File: src/rtl/mesi_pkg.sv
// Package: shared encodings for the line coherence controller.
// Assumes two-bit state and bus command codes; the values are visible at
// the top-level ports and must not be reordered.
package mesi_pkg;

    typedef enum logic [1:0] {
        LS_I = 2'b00,
        LS_S = 2'b01,
        LS_E = 2'b10,
        LS_M = 2'b11
    } line_state_t;

    typedef enum logic [1:0] {
        BC_NONE = 2'b00,
        BC_READ = 2'b01,
        BC_RFO  = 2'b10,
        BC_UPGR = 2'b11
    } bus_cmd_t;

    localparam logic SNP_READ = 1'b0;
    localparam logic SNP_ITW  = 1'b1;

endpackage

File: src/rtl/mesi_state_array.sv
// Module: per-line state storage with one write port and three read ports
// (processor, snoop, lookup). Assumes at most one write per cycle, which the
// controller guarantees. All lines reset to Invalid.
module mesi_state_array
    import mesi_pkg::*;
#(
    parameter int NUM_LINES = 4,
    localparam int IDX_W = (NUM_LINES > 1) ? $clog2(NUM_LINES) : 1
) (
    input  logic                 clk,
    input  logic                 rst_n,
    input  logic                 wr_en,
    input  logic [IDX_W-1:0]     wr_idx,
    input  line_state_t          wr_state,
    input  logic [IDX_W-1:0]     cpu_idx,
    output line_state_t          cpu_state,
    input  logic [IDX_W-1:0]     snp_idx,
    output line_state_t          snp_state,
    input  logic [IDX_W-1:0]     look_idx,
    output line_state_t          look_state
);

    line_state_t lines [NUM_LINES];

    for (genvar g = 0; g < NUM_LINES; g++) begin : g_line
        // Holds the state of one line; loaded when the write port selects it.
        always_ff @(posedge clk) begin
            if (!rst_n) begin
                lines[g] <= LS_I;
            end else if (wr_en && (wr_idx == IDX_W'(g))) begin
                lines[g] <= wr_state;
            end
        end
    end

    // Combinational read ports.
    always_comb begin
        cpu_state  = lines[cpu_idx];
        snp_state  = lines[snp_idx];
        look_state = lines[look_idx];
    end

endmodule

File: src/rtl/mesi_transition.sv
// Module: pure next-state logic of the four-state protocol. Assumes the
// caller applies each result only when the matching event is taken.
module mesi_transition
    import mesi_pkg::*;
(
    input  line_state_t cpu_state,
    input  logic        cpu_write,
    output logic        cpu_hit,
    output line_state_t cpu_next,
    output bus_cmd_t    miss_cmd,
    input  bus_cmd_t    fill_cmd,
    input  logic        fill_shared,
    output line_state_t fill_state,
    input  line_state_t snp_state,
    input  logic        snp_cmd,
    output line_state_t snp_next,
    output logic        snp_wb,
    output logic        snp_intervene
);

    // Processor side: hit decision, silent upgrade and miss command.
    always_comb begin
        cpu_hit  = 1'b0;
        cpu_next = cpu_state;
        miss_cmd = BC_NONE;
        unique case (cpu_state)
            LS_M: cpu_hit = 1'b1;
            LS_E: begin
                cpu_hit = 1'b1;
                if (cpu_write) cpu_next = LS_M;
            end
            LS_S: begin
                if (cpu_write) miss_cmd = BC_UPGR;
                else           cpu_hit  = 1'b1;
            end
            default: miss_cmd = cpu_write ? BC_RFO : BC_READ;
        endcase
    end

    // Fill side: state installed when a bus request is granted.
    always_comb begin
        if (fill_cmd == BC_READ) fill_state = fill_shared ? LS_S : LS_E;
        else                     fill_state = LS_M;
    end

    // Snoop side: downgrade or invalidate, writeback for dirty lines.
    always_comb begin
        snp_next      = snp_state;
        snp_wb        = (snp_state == LS_M);
        snp_intervene = (snp_state == LS_M) && (snp_cmd == SNP_READ);
        if (snp_state != LS_I) begin
            snp_next = (snp_cmd == SNP_ITW) ? LS_I : LS_S;
        end
    end

endmodule

File: src/rtl/mesi_seq_ctrl.sv
// Module: sequencing FSM. Serves processor requests, holds one bus request
// and one writeback, and gives snoops priority over a pending miss (the miss
// is dropped and re-evaluated). Assumes the processor holds its request until
// cpu_done and that the array accepts one write per cycle.
module mesi_seq_ctrl
    import mesi_pkg::*;
#(
    parameter int IDX_W = 2
) (
    input  logic             clk,
    input  logic             rst_n,
    input  logic             cpu_req_valid,
    input  logic [IDX_W-1:0] cpu_req_idx,
    input  logic             cpu_hit,
    input  line_state_t      cpu_state,
    input  line_state_t      cpu_next,
    input  bus_cmd_t         miss_cmd,
    output logic             cpu_done,
    output logic             bus_req_valid,
    output bus_cmd_t         pend_cmd,
    output logic [IDX_W-1:0] pend_idx,
    input  logic             bus_gnt,
    input  line_state_t      fill_state,
    input  logic             snoop_valid,
    input  logic [IDX_W-1:0] snoop_idx,
    input  line_state_t      snp_state,
    input  line_state_t      snp_next,
    input  logic             snp_wb,
    input  logic             snp_intervene,
    output logic             snoop_ready,
    output logic             wb_valid,
    output logic [IDX_W-1:0] wb_idx,
    output logic             wb_intervene,
    input  logic             wb_ack,
    output logic             wr_en,
    output logic [IDX_W-1:0] wr_idx,
    output line_state_t      wr_state
);

    typedef enum logic [1:0] {C_IDLE, C_MISS, C_WB} ctrl_t;

    ctrl_t       st, st_nxt;
    logic        load_miss, load_wb;
    line_state_t wb_next;

    // Next-state and array-write decision for the current cycle.
    always_comb begin
        st_nxt    = st;
        load_miss = 1'b0;
        load_wb   = 1'b0;
        cpu_done  = 1'b0;
        wr_en     = 1'b0;
        wr_idx    = cpu_req_idx;
        wr_state  = cpu_next;
        if ((st != C_WB) && snoop_valid) begin
            wr_idx = snoop_idx;
            wr_state = snp_next;
            if (snp_wb) begin
                load_wb = 1'b1;
                st_nxt  = C_WB;
            end else begin
                wr_en  = (snp_next != snp_state);
                st_nxt = C_IDLE;
            end
        end else begin
            unique case (st)
                C_IDLE: begin
                    if (cpu_req_valid) begin
                        if (cpu_hit) begin
                            cpu_done = 1'b1;
                            wr_en    = (cpu_next != cpu_state);
                        end else begin
                            load_miss = 1'b1;
                            st_nxt    = C_MISS;
                        end
                    end
                end
                C_MISS: begin
                    if (bus_gnt) begin
                        cpu_done = 1'b1;
                        wr_en    = 1'b1;
                        wr_idx   = pend_idx;
                        wr_state = fill_state;
                        st_nxt   = C_IDLE;
                    end
                end
                default: begin
                    wr_idx   = wb_idx;
                    wr_state = wb_next;
                    if (wb_ack) begin
                        wr_en  = 1'b1;
                        st_nxt = C_IDLE;
                    end
                end
            endcase
        end
    end

    // Sequencer state register.
    always_ff @(posedge clk) begin
        if (!rst_n) st <= C_IDLE;
        else        st <= st_nxt;
    end

    // Captures the pending bus request when a miss is detected.
    always_ff @(posedge clk) begin
        if (!rst_n) begin
            pend_cmd <= BC_NONE;
            pend_idx <= '0;
        end else if (load_miss) begin
            pend_cmd <= miss_cmd;
            pend_idx <= cpu_req_idx;
        end
    end

    // Captures the writeback command and the state applied on acknowledge.
    always_ff @(posedge clk) begin
        if (!rst_n) begin
            wb_idx       <= '0;
            wb_intervene <= 1'b0;
            wb_next      <= LS_I;
        end else if (load_wb) begin
            wb_idx       <= snoop_idx;
            wb_intervene <= snp_intervene;
            wb_next      <= snp_next;
        end
    end

    // Handshake outputs decoded from the sequencer state.
    always_comb begin
        bus_req_valid = (st == C_MISS);
        wb_valid      = (st == C_WB);
        snoop_ready   = (st != C_WB);
    end

endmodule

File: src/rtl/mesi_line_ctrl.sv
// Module: top of the line coherence controller. Connects the state array,
// the protocol transition logic and the sequencer. Assumes line indices
// select lines directly (tag matching happens outside).
module mesi_line_ctrl
    import mesi_pkg::*;
#(
    parameter int NUM_LINES = 4,
    localparam int IDX_W = (NUM_LINES > 1) ? $clog2(NUM_LINES) : 1
) (
    input  logic             clk,
    input  logic             rst_n,
    input  logic             cpu_req_valid,
    input  logic             cpu_req_write,
    input  logic [IDX_W-1:0] cpu_req_idx,
    output logic             cpu_done,
    output logic             bus_req_valid,
    output logic [1:0]       bus_req_cmd,
    output logic [IDX_W-1:0] bus_req_idx,
    input  logic             bus_gnt,
    input  logic             bus_shared,
    input  logic             snoop_valid,
    input  logic             snoop_cmd,
    input  logic [IDX_W-1:0] snoop_idx,
    output logic             snoop_ready,
    output logic             snoop_hit,
    output logic             wb_valid,
    output logic [IDX_W-1:0] wb_idx,
    output logic             wb_intervene,
    input  logic             wb_ack,
    input  logic [IDX_W-1:0] lookup_idx,
    output logic [1:0]       lookup_state
);

    line_state_t      cpu_state, snp_state, look_state;
    line_state_t      cpu_next, fill_state, snp_next, wr_state;
    bus_cmd_t         miss_cmd, pend_cmd;
    logic             cpu_hit, snp_wb, snp_intervene, wr_en;
    logic [IDX_W-1:0] wr_idx;

    mesi_state_array #(.NUM_LINES(NUM_LINES)) u_array (
        .clk        (clk),
        .rst_n      (rst_n),
        .wr_en      (wr_en),
        .wr_idx     (wr_idx),
        .wr_state   (wr_state),
        .cpu_idx    (cpu_req_idx),
        .cpu_state  (cpu_state),
        .snp_idx    (snoop_idx),
        .snp_state  (snp_state),
        .look_idx   (lookup_idx),
        .look_state (look_state)
    );

    mesi_transition u_trans (
        .cpu_state     (cpu_state),
        .cpu_write     (cpu_req_write),
        .cpu_hit       (cpu_hit),
        .cpu_next      (cpu_next),
        .miss_cmd      (miss_cmd),
        .fill_cmd      (pend_cmd),
        .fill_shared   (bus_shared),
        .fill_state    (fill_state),
        .snp_state     (snp_state),
        .snp_cmd       (snoop_cmd),
        .snp_next      (snp_next),
        .snp_wb        (snp_wb),
        .snp_intervene (snp_intervene)
    );

    mesi_seq_ctrl #(.IDX_W(IDX_W)) u_ctrl (
        .clk           (clk),
        .rst_n         (rst_n),
        .cpu_req_valid (cpu_req_valid),
        .cpu_req_idx   (cpu_req_idx),
        .cpu_hit       (cpu_hit),
        .cpu_state     (cpu_state),
        .cpu_next      (cpu_next),
        .miss_cmd      (miss_cmd),
        .cpu_done      (cpu_done),
        .bus_req_valid (bus_req_valid),
        .pend_cmd      (pend_cmd),
        .pend_idx      (bus_req_idx),
        .bus_gnt       (bus_gnt),
        .fill_state    (fill_state),
        .snoop_valid   (snoop_valid),
        .snoop_idx     (snoop_idx),
        .snp_state     (snp_state),
        .snp_next      (snp_next),
        .snp_wb        (snp_wb),
        .snp_intervene (snp_intervene),
        .snoop_ready   (snoop_ready),
        .wb_valid      (wb_valid),
        .wb_idx        (wb_idx),
        .wb_intervene  (wb_intervene),
        .wb_ack        (wb_ack),
        .wr_en         (wr_en),
        .wr_idx        (wr_idx),
        .wr_state      (wr_state)
    );

    // Port-level outputs: snoop hit report, request command and lookup.
    always_comb begin
        snoop_hit    = snoop_valid && (snp_state != LS_I);
        bus_req_cmd  = pend_cmd;
        lookup_state = look_state;
    end

endmodule

File: config.mk
export PLATFORM = sky130hd
export DESIGN_NAME = mesi_line_ctrl
export DESIGN_NICKNAME = d
export VERILOG_FILES = /design/src/rtl/mesi_pkg.sv /design/src/rtl/mesi_state_array.sv /design/src/rtl/mesi_transition.sv /design/src/rtl/mesi_seq_ctrl.sv /design/src/rtl/mesi_line_ctrl.sv
export SDC_FILE = /design/constraint.sdc
export NUM_CORES = 1
export LEC_CHECK = 0
export BUFFER_PORTS_ARGS = -buffer_cell sky130_fd_sc_hd__clkbuf_2
export CORE_MARGIN = 8
export CORE_UTILIZATION = 57
export DETAILED_ROUTE_END_ITERATION = 8
export HOLD_SLACK_MARGIN = 0.08
export PLACE_DENSITY_LB_ADDON = 0.2
export SKIP_CTS_REPAIR_TIMING = 1
export SYNTH_ARGS = -nofsm -noshare
export SYNTH_HDL_FRONTEND = slang
export SYNTH_SLANG_ARGS = --single-unit
export TNS_END_PERCENT = 100
File: constraint.sdc
create_clock -name clk -period 5.15 [get_ports clk]
set_input_delay 0.2575 -clock clk [delete_from_list [all_inputs] [get_ports clk]]
set_output_delay 0.2575 -clock clk [all_outputs]
set_load 0.005 [all_outputs]
Yosys cells after proc, flatten, opt, wreduce, memory -nomap -nowiden:

Memories as Yosys holds them, arrays and structs flattened.
Index checks and enable logic that the tools add are counted.

* bits in writable memories: 8
* logic and storage cells: 99
* memories kept: 1
* flip-flop bits (word level): 11

* equality and inequality tests: 16
* reduce and logical (&&, ||, !) cells: 13
* bitwise gates (word level): 5
* multiplexer cells: 58

Memory list
* u_array.lines: depth 4, width 2, read ports 3, clocked after Yosys merged registers in 0, wr ports 4, line mesi_state_array.sv:23 `line_state_t lines [NUM_LINES];`

Operators by type and width (number)
* $mux W2: 21
* $mux W1: 30
* $pmux W2 S2: 4
* $eq A2 B2 Y1 const B: 6
* $eq A2 B1 Y1 const B: 4
* $logic_and A1 B1 Y1: 7
* $ne A3 B2 Y1 const B: 2
* $pmux W1 S2: 3
* $logic_not A2 Y1: 2
* $ne A2 B2 Y1: 2
* $or A1 B1 Y1: 4
* $reduce_and A4 Y1: 1
* $reduce_bool A4 Y1: 1
* $ne A3 B1 Y1 const B: 1
* $ne A2 B2 Y1 const B: 1
* $reduce_bool A2 Y1: 1
* $reduce_or A2 Y1: 1
* $not A1 Y1: 1

Logic depth before layout (Yosys ltp):

Gate-level depths: netlist of run 1.
An unclocked memory read counts as a cell.

* depth in word-level cells: 13
* depth in mapped cells: 8
* mapped depth without buffers: 5

Hierarchy:

A second synthesis of run 1 with hierarchy kept.

* cell total of the unflattened synthesis: 134
* area total of the unflattened synthesis: 1311.3 um^2

Modules (own cells, without submodules)
* mesi_seq_ctrl: area each 730.7 um^2, cells an instance 85, instances 1
* mesi_state_array: area each 486.7 um^2, cells an instance 33, instances 1
* mesi_transition: area each 86.3 um^2, cells an instance 15, instances 1
* mesi_line_ctrl: area each 7.5 um^2, cells an instance 1, instances 1

Worst setup path after synthesis of run 1:

Ideal clock, no wire load.

* path kind: reg2reg
* start: memory u_array.lines[3][0] in the netlist's numbering
* end: memory u_array.lines[2][0] in the netlist's numbering, enable pin
* library setup time: 313 ps
* cell stages (with the launch flop): 6
* arrival: 1638 ps
* buffers on the path: 0
* setup slack: 3199 ps
* path through: edfxtp_1 nand2b_1 mux4_2 o221ai_1 a22oi_2 o21ai_1

RTL lines (line)
* from (decl): mesi_state_array.sv:23

==> out/results.ini, run 1 <==
[pwr]
p_leak_uw=0.000568
netSwitchingPower_uw=103
fin_total_pwr_uw=335
p_comb_share_pct=24.3
swShare_pct=30.8
p_int_uw=231
clockPowerShare_pct=24.1
p_per_area_mw_per_mm2=230
seqPwrFrac_pct=51.7
vdd_drop_max_v=0.000183

[worst_setup_path]
worstPathRequired_ps=5170
critPathKind=flip-flop to flip-flop
start_kind=flip-flop
cp_max_fo=6
endpoint_kind=flip-flop
worstPathArrival_ps=2200

[clock_network]
clk_transition_reported_paths_ps=120
clockBufferDepth=2
htree_levels=1
numCtsBuffers=3
cts_tree=yes
root_buffer=clkbuf_4
cts.sinks=19
insertion_delay_ps=310

[finish]
stdcell_area_sq_mm=0.00145
regArea_sq_um=460
drive_above_1_share_pct=27.4
multi_input_area_sq_um=776
n_fill_cell=187
antenna-diode-count=0
syn2layout_area_growth_pct=11.7
final_nets=173

[flow_run]
maxCapViolCount=0

[logic_synthesis]
synth_warnings=0
yosysMostFrequentCell=nand2_1
syn_avg_cell_area_sq_um=9.64
synth-edff-count=8
async_flop_share_pct=0
synth_cell_types=41
synth_top_area_cell=edfxtp_1
synth.area.top_cells=edfxtp_1, dfxtp_1, mux4_2
synth-xor-area-share_pct=0
synthMuxAreaShare_pct=16.3
synth-simple-area-share_pct=23.0
synth_top_family_by_area=simple AND/OR/NAND/NOR gates
yosys.area_share.adder_pct=0
synth_area_sq_mm=0.00130
synth_seq_cells=19
synth_fp_nets=150
synth_flop_cell=dfxtp_1
synthCells=135
synth_top_area_share_pct=18.5
synth_commonest_cells=nand2_1, nor2_1, dfxtp_1, edfxtp_1
synth.yosys.seq_area_share_pct=35.4
synth_compound_area_share_pct=20.3

[grt]
gr-total-overflow=0
track_usage_pct=15.7
grt_max_degree=22
grt_pass1_vias=1128
antenna_found_initial=0
grt_pass1_wl_mm=5.27

[placement]
dp_hpwl_mm=2.44
io_buffers=28
place_area_sq_mm=0.00143
gp_congestion=0.886

[routing]
via_per_inst=6.19
drt_iter0_markers=73
num_vias=1146
routedWlPerCell_um=16.9
ant_nets=0
drtPass1Iterations=4
drcViolationCount=0
drt-total-wl_mm=3.13

[floorplan]
fp.dieArea_sq_mm=0.00407
chipWidth_um=63.8
core-area_sq_mm=0.00219
num_rows=17
boundaryPins=29
start_util_pct=59.4
dieHeight_um=63.8

[sta]
setup_viol=0
rsz0062_at_grt=no
period_minus_slack_ps=2170
fin_worst_skew_ps=5.65
slew_viol_final=0
maxSlewHeadroom_pct=65.8
finalHoldViolCount=0
fin_crit_sh_pct=42.2
setup_tns_ps=0
worst_pin_slew_ps=512
clock.fmax_ghz=0.460

[outcome]
status=finished, final reports clean

[hold_path]
hold_class=input port to flip-flop

==> registers in the layout (all words and copies together) (netlist names) <==
signal / cells
u_array.lines: 8
u_ctrl.st: 2
u_ctrl.pend_idx: 2
u_ctrl.wb_intervene: 1
u_ctrl.wb_next: 2
u_ctrl.wb_idx: 2
u_ctrl.pend_cmd: 2
==> layer usage <==
| layer | vias to the layer above | global-route usage, % | share of wire (%) |
|---|---|---|---|
| met3 | 5 | 4.18 | 8.2 |
| met4 | 0 | 5.57 | 1.4 |
| met2 | 47 | 23.6 | 47 |
| met1 | 544 | 21.1 | 43 |
| li1 | 550 | - | - |
| met5 | - | 0 | 0 |
==> area by class of cell <==
class,count,share of cell area [%]
clock buffer,3,1.55
tap,28,2.41
multi-input combinational,102,53.4
clock inverter,1,0.344
timing repair buffer,28,9.64
inverter,4,1.03
sequential,19,31.7
==> critical path: stages, from the launching register on <==
cell	delay, ps
edfxtp_1	450
nand2b_1	160
mux4_2	460
o221ai_1	350
a22oi_2	220
o21ai_1	240
==> cell families (layout without fill, tap and decap cells) <==
logic type             count (synthesis)  after routing
and+or+nand+nor                       58             58
AOI/OAI and AO/OA                     32             32
DFF                                   19             19
buffers and inverters                 14             36
muxes                                 12             12
==> final timing paths <==
| check | startpoint | slack [ps] | cells past startpoint | end |
|---|---|---|---|---|
| setup reg to reg | u_array.lines[3][0] | 2980 | 5 | u_array.lines[2][1] |
| setup / recovery | u_array.lines[3][0] | 2980 | 5 | u_array.lines[2][1] |
| hold / removal | cpu_req_idx[1] | 250 | 3 | u_ctrl.pend_idx[1] |
| hold reg to reg | u_ctrl.wb_next[1] | 440 | 2 | u_ctrl.wb_next[1] |
==> through the flow <==
step / worst slack (ps) / hold WS [ps] / instances / util, %
final: 2980 / 254 / 185 / 66.4
after global routing: 2870 / 296 / 185 / 66.4
after CTS: 2980 / 268 / 185 / 66.4
after detailed placement: 3000 / 421 / 181 / 65.1
after global placement: 2990 / 421 / 181 / 65.1
after floorplan: 3200 / 400 / 135 / -
==> cell usage in the layout (no fill, tap or decap), drive strengths merged <==
master,netlist,layout
nor2b,6,6
a21boi,1,1
a32oi,4,4
o21ai,4,4
or3b,1,1
and3b,4,4
dfxtp,11,11
o2bb2ai,1,1
o21bai,1,1
o221ai,1,1
a31oi,1,1
nand3,7,7
clkbuf,5,31
nand3b,1,1
mux4,7,7
nand2b,7,7
o31ai,2,2
mux2i,4,4
o2111ai,1,1
inv,4,4
a222oi,1,1
mux2,1,1
and3,1,1
edfxtp,8,8
a21o,1,1
and2,1,1
o21a,5,5
nand2,15,15
clkinv,0,1
nor2,13,13
o31a,1,1
nor3,1,1
a21oi,3,3
and4,1,1
a22oi,2,2
o41ai,1,1
a32o,2,2
==> power by group through the flow <==
stage               Combinational, uW  Sequential, uW  Clock (uW)
floorplan                        59.4             172           0
CTS                              80.9             173        78.8
detailed placement               80.5             176           0
global placement                 79.9             175           0
finish                           81.2             173        80.6
global route                     88.7             174        84.0
Power figures use the tool's default switching activity.
==> run 2: changes to the inputs <==
Settings changed: CORE_UTILIZATION 57 to 48.
Clock period 5.15 ns to 1.83 ns, I/O delays scaled along.
==> run 2 against run 1 <==
Compared with the run above:
- the run now ends with setup timing left
- clock-buffer cell count grew 1
- clock skew is essentially flat
- utilization shrank 4.2 points
- sequential share of layout area shrank 3.8 points
- worst setup slack lost 3100 ps
- combinational power grew to 3.6 times the previous value
- first-iteration DRC count grew 23%
- sequential power grew to 2.8 times the previous value
- cell count grew 11%
- critical path depth shrank 1
- global-route usage grew 0.36 points
- power grew to 3.0 times the previous value
==> out/results.ini, run 2 (same netlist as run 1, synthesis figures left out) <==
[outcome]
status=finished, violations left
violations=setup timing

[hold_path]
worstHoldPathCells=3
hold_start=snoop_cmd
hold_class=input port to flip-flop
hold_path_end=u_ctrl.wb_intervene

[finish]
final_common_cell=clkbuf_2
drive_above_1_share_pct=40.0
final_util_pct=62.1
final_cell_mix=clkbuf_2, buf_4, nand2_1
final_nets=191
antenna-diode-count=0
stdcell_area_sq_mm=0.00165
syn2layout_area_growth_pct=27.1
largest_register_ffs=8
top_register=u_array.lines

[sta]
clock.fmax_ghz=0.500
maxSlewHeadroom_pct=66.3
setup_tns_ps=-2270
fin_crit_sh_pct=109
fin_worst_skew_ps=5.68
rsz0062_at_grt=yes
period_minus_slack_ps=2000
worst_pin_slew_ps=505
setup_viol=19
slew_viol_final=0
timing.final.ws_setup_ps=-170
fin_hold_ws_ps=118
finalHoldViolCount=0

[floorplan]
num_rows=19
chipWidth_um=68.1
dieHeight_um=68.1
core-area_sq_mm=0.00266
boundaryPins=29
fp.dieArea_sq_mm=0.00463
start_util_pct=48.9

[clock_network]
insertion_delay_ps=300
numCtsBuffers=3
clockBufferDepth=2
clk_transition_reported_paths_ps=120
root_buffer=clkbuf_4
cts.sinks=19
htree_levels=1
cts_tree=yes

[placement]
preCtsSetupSlack_ps=-145
io_buffers=28
place_area_sq_mm=0.00158
gp_congestion=0.930
dp_hpwl_mm=2.81

[routing]
num_vias=1256
via_per_inst=6.10
drtPass1Iterations=4
drt-total-wl_mm=3.59
ant_nets=0
drcViolationCount=0
routedWlPerCell_um=17.4
drt_iter0_markers=90

[pwr]
vdd_drop_max_v=0.000471
p_per_area_mw_per_mm2=602
p_leak_uw=0.000665

[worst_setup_path]
critPathKind=flip-flop to flip-flop
rr_endpoint=u_array.lines[0][0]
endpoint_kind=flip-flop
worstPathRequired_ps=1890
regToRegSetupSlack_ps=-170
reg2reg_depth=4
start_kind=flip-flop
worstPathArrival_ps=2060
crit_start=u_array.lines[1][0]
r2r_start=u_array.lines[1][0]
cp_max_fo=6

[grt]
grt_max_degree=22
grt_pass1_vias=1248
grt_pass1_wl_mm=5.75
track_usage_pct=16.0
gr-total-overflow=0
antenna_found_initial=0

[flow_run]
maxCapViolCount=0

-- run 2: routing by layer --
| metal | up-vias | part of all wire (%) | global-route usage (%) |
|---|---|---|---|
| met2 | 41 | 50 | 25.4 |
| li1 | 589 | - | - |
| met1 | 614 | 42 | 20.3 |
| met4 | 0 | 3.0 | 8.44 |
| met3 | 12 | 5.8 | 2.95 |
| met5 | - | 0 | 0 |
-- run 2: worst max path at each step --
stage / to / slack [ps]
after detailed placement: u_array.lines[0][1] / -140
after global routing: u_array.lines[0][0] / -210
final: u_array.lines[0][0] / -170
after floorplan: u_array.lines[1][0] / -5
after CTS: cpu_done / -200
after global placement: u_array.lines[0][0] / -80
-- run 2: per-stage QoR --
step                      std cells  power [uW]
after global placement          201         754
after detailed placement        201         761
after global routing            206        1040
after floorplan                 135         656
after CTS                       205         973
final                           206         996
-- run 2: cell type report --
cell class	count	area, sq um
Fill cell	239	1010
Multi-Input combinational cell	102	835
Clock buffer	4	26.3
Tap cell	31	38.8
Sequential cell	19	460
Timing Repair Buffer	46	279
Inverter	4	15.0
-- run 2: critical path, cell delays in order, from the launching register on --
cell and delay (ps):
edfxtp_1 460, mux4_2 510, mux2_4 340, a22oi_2 320, o21ai_2 120
-- run 2: where the power goes --
part,total (uW),switching (uW),internal [uW],leakage (uW)
registers,483,19.9,463,0.000172
logic,291,148,143,0.000477
clock network,223,138,84.9,0.0000150
total,996,306,691,0.000665
